### src/rtl/be_align_pkg.sv
package be_align_pkg;

    localparam int unsigned BYTE_W = 8;
    localparam int unsigned LANES  = 4;
    localparam int unsigned WORD_W = BYTE_W * LANES;
    localparam int unsigned OFS_W  = $clog2(LANES);

    typedef enum logic [1:0] {
        SZ_BYTE = 2'b00,
        SZ_HALF = 2'b01,
        SZ_WORD = 2'b10,
        SZ_RSVD = 2'b11
    } acc_size_e;

    typedef struct packed {
        logic [OFS_W-1:0] ofs;
        acc_size_e        size;
        logic             zext;
    } ld_ctx_t;

    // Alignment rule per access size.
    function automatic logic align_ok(acc_size_e sz, logic [OFS_W-1:0] ofs);
        case (sz)
            SZ_BYTE: return 1'b1;
            SZ_HALF: return ~ofs[0];
            SZ_WORD: return (ofs == '0);
            default: return 1'b0;
        endcase
    endfunction

    // Big-endian lane mask: offset 0 is lane 3 (bits 31:24).
    function automatic logic [LANES-1:0] lane_mask(acc_size_e sz, logic [OFS_W-1:0] ofs);
        case (sz)
            SZ_BYTE: return LANES'(4'b1000 >> ofs);
            SZ_HALF: return ofs[1] ? LANES'(4'b0011) : LANES'(4'b1100);
            SZ_WORD: return '1;
            default: return '0;
        endcase
    endfunction

endpackage

### src/rtl/be_req_check.sv
module be_req_check
    import be_align_pkg::*;
(
    input  logic             valid,
    input  acc_size_e        size,
    input  logic [OFS_W-1:0] ofs,
    output logic             bad
);
    always_comb begin
        bad = valid & ~align_ok(size, ofs);
    end
endmodule

### src/rtl/be_store_lanes.sv
module be_store_lanes
    import be_align_pkg::*;
(
    input  logic              active,
    input  acc_size_e         size,
    input  logic [OFS_W-1:0]  ofs,
    input  logic [WORD_W-1:0] src,
    output logic [LANES-1:0]  we,
    output logic [WORD_W-1:0] wdata
);
    always_comb begin
        we = active ? lane_mask(size, ofs) : '0;
    end

    // Each lane picks the source byte it would carry for every size,
    // so the item appears in whichever lanes are enabled.
    for (genvar ln = 0; ln < LANES; ln++) begin : g_lane
        always_comb begin
            case (size)
                SZ_BYTE: wdata[ln*BYTE_W +: BYTE_W] = src[BYTE_W-1:0];
                SZ_HALF: wdata[ln*BYTE_W +: BYTE_W] = src[(ln % 2)*BYTE_W +: BYTE_W];
                default: wdata[ln*BYTE_W +: BYTE_W] = src[ln*BYTE_W +: BYTE_W];
            endcase
        end
    end
endmodule

### src/rtl/be_load_extract.sv
module be_load_extract
    import be_align_pkg::*;
(
    input  logic              en,
    input  ld_ctx_t           ctx,
    input  logic [WORD_W-1:0] rdata,
    output logic [WORD_W-1:0] result
);
    localparam int unsigned HALF_W = 2 * BYTE_W;

    logic [BYTE_W-1:0] pick_b;
    logic [HALF_W-1:0] pick_h;
    logic              fill;

    always_comb begin
        pick_b = rdata[(LANES - 1 - int'(ctx.ofs)) * BYTE_W +: BYTE_W];
        pick_h = ctx.ofs[1] ? rdata[HALF_W-1:0] : rdata[WORD_W-1:HALF_W];
        result = '0;
        fill   = 1'b0;
        if (en) begin
            case (ctx.size)
                SZ_BYTE: begin
                    fill   = ~ctx.zext & pick_b[BYTE_W-1];
                    result = {{(WORD_W-BYTE_W){fill}}, pick_b};
                end
                SZ_HALF: begin
                    fill   = ~ctx.zext & pick_h[HALF_W-1];
                    result = {{(WORD_W-HALF_W){fill}}, pick_h};
                end
                default: result = rdata;
            endcase
        end
    end
endmodule

### src/rtl/be_align_top.sv
module be_align_top
    import be_align_pkg::*;
#(
    parameter int unsigned ADDR_W = 32
) (
    input  logic              clk,
    input  logic              rst,
    input  logic              req_valid,
    input  logic              req_write,
    input  logic [ADDR_W-1:0] req_addr,
    input  logic [1:0]        req_size,
    input  logic              req_unsigned,
    input  logic [31:0]       req_wdata,
    input  logic [31:0]       mem_rdata,
    output logic [ADDR_W-3:0] mem_addr,
    output logic [3:0]        mem_we,
    output logic [31:0]       mem_wdata,
    output logic              misaligned,
    output logic              load_valid,
    output logic [31:0]       load_data
);
    acc_size_e        size_e;
    logic [OFS_W-1:0] ofs;
    logic             bad;
    logic             st_go;
    logic             ld_go;
    ld_ctx_t          ctx_q;
    logic             ld_valid_q;

    always_comb begin
        size_e     = acc_size_e'(req_size);
        ofs        = req_addr[OFS_W-1:0];
        mem_addr   = req_addr[ADDR_W-1:OFS_W];
        misaligned = bad;
        st_go      = req_valid & req_write & ~bad;
        ld_go      = req_valid & ~req_write & ~bad;
    end

    be_req_check u_check (
        .valid (req_valid),
        .size  (size_e),
        .ofs   (ofs),
        .bad   (bad)
    );

    be_store_lanes u_store (
        .active (st_go),
        .size   (size_e),
        .ofs    (ofs),
        .src    (req_wdata),
        .we     (mem_we),
        .wdata  (mem_wdata)
    );

    always_ff @(posedge clk) begin
        if (rst) begin
            ld_valid_q <= 1'b0;
            ctx_q      <= '{ofs: '0, size: SZ_WORD, zext: 1'b0};
        end else begin
            ld_valid_q <= ld_go;
            if (ld_go) begin
                ctx_q <= '{ofs: ofs, size: size_e, zext: req_unsigned};
            end
        end
    end

    be_load_extract u_load (
        .en     (ld_valid_q),
        .ctx    (ctx_q),
        .rdata  (mem_rdata),
        .result (load_data)
    );

    assign load_valid = ld_valid_q;

endmodule

### config.mk
export PLATFORM = sky130hd
export DESIGN_NAME = be_align_top
export DESIGN_NICKNAME = d
export VERILOG_FILES = /design/src/rtl/be_align_pkg.sv /design/src/rtl/be_req_check.sv /design/src/rtl/be_store_lanes.sv /design/src/rtl/be_load_extract.sv /design/src/rtl/be_align_top.sv
export SDC_FILE = /design/constraint.sdc
export NUM_CORES = 1
export LEC_CHECK = 0
export BUFFER_PORTS_ARGS = -buffer_cell sky130_fd_sc_hd__buf_2
export CORE_AREA = 2 2 78 80
export CTS_CLUSTER_SIZE = 25
export DETAILED_ROUTE_END_ITERATION = 8
export DIE_AREA = 0 0 80 82
export PLACE_DENSITY = 0.76
export SYNTH_ARGS = -nofsm -noshare
export SYNTH_HDL_FRONTEND = slang
export SYNTH_SLANG_ARGS = --single-unit
### constraint.sdc
create_clock -name clk -period 3.05 [get_ports clk]
set_clock_uncertainty 0.2 [all_clocks]
set_input_delay 0.305 -clock clk [delete_from_list [all_inputs] [get_ports clk]]
set_output_delay 0.305 -clock clk [all_outputs]
set_load 0.02 [all_outputs]
==> summary.md <==
| Metric | Value |
|---|---|
| Status | finished, final reports clean |
| Cts bufs inserted | 3 |
| Hold/Removal Path Class | in2reg |
| Total negative slack | 0 ns |
| Final Max Slew Viols | 0 |
| Sw Pwr | a little over 0.0002 W |
| Fin. Hold Viols | 0 |
| Count leader, synth | nand2_1 |
| Mapped cell area | about 1900 um^2 |
| Total number of vias | about 2,400 |
| Pin count of the biggest net entering global routing | 36 |
| R2r setup slk | roughly 1.7 ns |
| CTS Root Cell | clkbuf_8 |
| Clock power frac | 23.6% |
| Vias/cell | ~5.5 |
| Layout net count | roughly 470 |
| Initial Util | around a third |
| Routed Antenna Nets | 0 |
| Register-to-Register Path Depth | 3 |
| Initial DRC count | approximately 190 |
| Main synth FF type | dfxtp_1 |
| Worst-path cell chain | inv_1, a32oi_4, o211ai_1, buf_2 |
| Critical Path Slowest Stage Cell | a32oi_4 |
| Clock Latency Late Sink | between 0.2 and 0.25 ns |
| Die W | approximately 80 um |
| Area delta synth->final | 24.6% |
| Max VDD drop | between 100 and 150 uV |
| Worst R2R End | ctx_q[2] |
| Post-synthesis net count | between 300 and 400 |
| Cells after Synth | ~280 |
| Combinational family with the most area after synthesis | compound AO/OA/AOI/OAI gates |
| Pwr/cell area | about 200 nW/um^2 |
| Final setup margin | between 0.4 and 0.5 ns |
| Vias in the first global route | about 2,200 |
| Syn_area_per_cell | ~6.9 um^2 |
| Initial antenna violation count | 1 |
| Slew headroom | 48.4% |
| Cts hold-fix bufs | 0 |
| EDFF count, synth | 0 |
| Top post-synthesis cells by area | buf_4, mux2_2, mux2i_1, nand2_1, nand3_1 |
| Clock sinks | 6 |
| Post-synth ARST share | 0% |
| Worst-path maximum fanout | 25 |
| Die ar. | about 6600 um^2 |
| Post_cts resized | 0 |
| Fillers | about 610 |
| Max incr delay on CP | 0.64 ns |
| Min cycle time layout | between 2 and 3 ns |
| Total grt overflow | 0 |
| Simple-Gate Fraction of Synth Area | a little under a quarter |
| Distinct cells, synth | 41 |
| Post-route DRC | 0 |
| Final Setup Violations | 0 |
| Pint | roughly 0.00028 W |
| I/O pins | slightly above 200 |
| Die height | between 80 and 90 um |
| Global Route Usage Sum | 19.2% |
| Most area-hungry cell type in the Yosys netlist | buf_4 |
| FMAX | around 0.39 GHz |
| Sw frac | 41.7% |
| CTS tree | yes |
| Port Buf Inserts | ~140 |
| Yosys top cell area share | 14.7% |
| Clk slew on worst S/H paths | 0.03 ns |
| Combinational Power Share | between 50% and 60% |
| Kind of critical path | reg2out |
| Worst-Margin Slew | 0.772 ns |
| Row count | 28 |
| Crit share post-route | between 80% and 90% |
| First-pass GRT wire length | ~10 mm |
| YS warnings | 0 |
| Core ar. | 5750 um^2 |
| Clock Path Buffers | 2 |
| Reg power frac | 17.6% |
| XOR/XNOR share of the synthesized area | less than 1% |
| Postcts setup bufs | 0 |
| # Max-Cap Violations | 0 |
| Startpoint types | register |
| Post-synth top cells | nand2_1, buf_4, nand3_1 |
| Dpl ws | approximately 0.75 ns |
| RSZ-0062 raised after global routing | false |
| Worst setup path endpoint | load_data[27] |
| Clock H-tree levels | 1 |
| Final wirelength | ~6.8 mm |
| CP endpoint kind | primary output |
| Pleak | about 1.2 nW |
| Share of post-route cells with drive strength above 1 | just under 50% |
| WP data required | around 2.5 ns |
| Detailed-route wire length per cell | about 15 um |
| GP Congestion | between 0.8 and 0.9 |
| Reg2Reg Launch Point | ctx_q[2] |
| Post-Synth Adder-Cell Area | 0% |
| Worst hold margin | 0.148 ns |
| Critical Path Source | ctx_q[2] |
| Worst EP arrival | 2.06 ns |
| Register area share after synthesis | under 10% |
| Drt first pass iters | 6 |
| Synth Area in Compound Gates | around 28% |
| DPL Wire Length | between 5 and 6 mm |
| Mux share of post-synthesis cell area | between 10% and 20% |
| Post-synthesis register bit count | 6 |
==> logic make-up after synthesis <==
kind of cell	count (synthesis)
AO/OA/AOI/OAI	78
XOR/XNOR	1
buffers and inverters	68
flip-flops	6
multiplexers	35
AND/OR/NAND/NOR	93
==> final cells by class <==
cell class / count / area, um^2 / share of cell area [%]
Antenna cell: 1 / 2.50 / 0.104
Clock buffer: 3 / 41.3 / 1.71
Inverter: 3 / 11.3 / 0.466
Multi-Input combinational cell: 207 / 1390 / 57.6
Sequential cell: 6 / 120 / 4.97
Tap cell: 75 / 93.8 / 3.88
Timing Repair Buffer: 148 / 756 / 31.3
==> critical path, delay by kind of cell, from the launching register on <==
kind	cells	cell delay [ns]
AO/OA/AOI/OAI	2	0.82
buffers and inverters	2	0.39
flip-flops	1	0.63
==> routing by layer <==
layer	share of wire [%]	global-route usage (%)	routed length, um
met1	36	21.4	2470
met2	51	37.2	3480
met3	12	4.29	829
met4	0.78	4.07	53
met5	0	0	0
==> how the worst min path moves through the flow <==
stage                      start        to  slack [ns]  depth (start not counted)
global route        req_unsigned  ctx_q[0]        0.17                          3
floorplan               ctx_q[0]  ctx_q[0]        0.25                          2
detailed placement      ctx_q[0]  ctx_q[0]        0.28                          2
global placement        ctx_q[0]  ctx_q[0]        0.28                          2
CTS                 req_unsigned  ctx_q[0]        0.14                          3
finish              req_unsigned  ctx_q[0]        0.15                          3
==> flip-flops by register name, summed over array words and instances, names as in the netlist <==
register,flops
ctx_q,5
load_valid,1
==> stage by stage <==
| step | util, % | instance area [um^2] | instances | total power [W] |
|---|---|---|---|---|
| after detailed placement | 41.3 | 2370 | 439 | 0.000372 |
| final | 42.1 | 2420 | 443 | 0.000488 |
| after global routing | 42.1 | 2420 | 443 | 0.000520 |
| after floorplan | - | 1940 | 281 | 0.000323 |
| after CTS | 42.0 | 2410 | 442 | 0.000491 |
| after global placement | 41.3 | 2370 | 439 | 0.000370 |
==> power groups by stage <==
stage / registers [W] / logic (W) / clock network, W
global route: 0.0000868 / 0.000311 / 0.000123
detailed placement: 0.0000871 / 0.000285 / 0
floorplan: 0.0000850 / 0.000238 / 0
CTS: 0.0000860 / 0.000286 / 0.000119
global placement: 0.0000870 / 0.000283 / 0
finish: 0.0000860 / 0.000287 / 0.000115
==> placed cells by master, fill, tap and decap left out, types with 3 or more instances in the layout <==
cell,Yosys,final
clkbuf_8,0,3
nand2b_1,7,7
buf_2,12,142
a21oi_1,8,8
o211a_1,7,7
o22ai_1,9,9
o21ai_0,16,16
nor2_1,3,3
mux2i_1,17,17
nand2_1,39,39
dfxtp_1,6,6
or3b_2,6,6
nor2b_1,3,3
nand3_1,25,25
o21ai_1,4,4
o21a_1,9,9
o211ai_1,16,16
mux2_2,17,17
buf_4,38,6
Note: power is estimated with default switching activity, not from simulation.
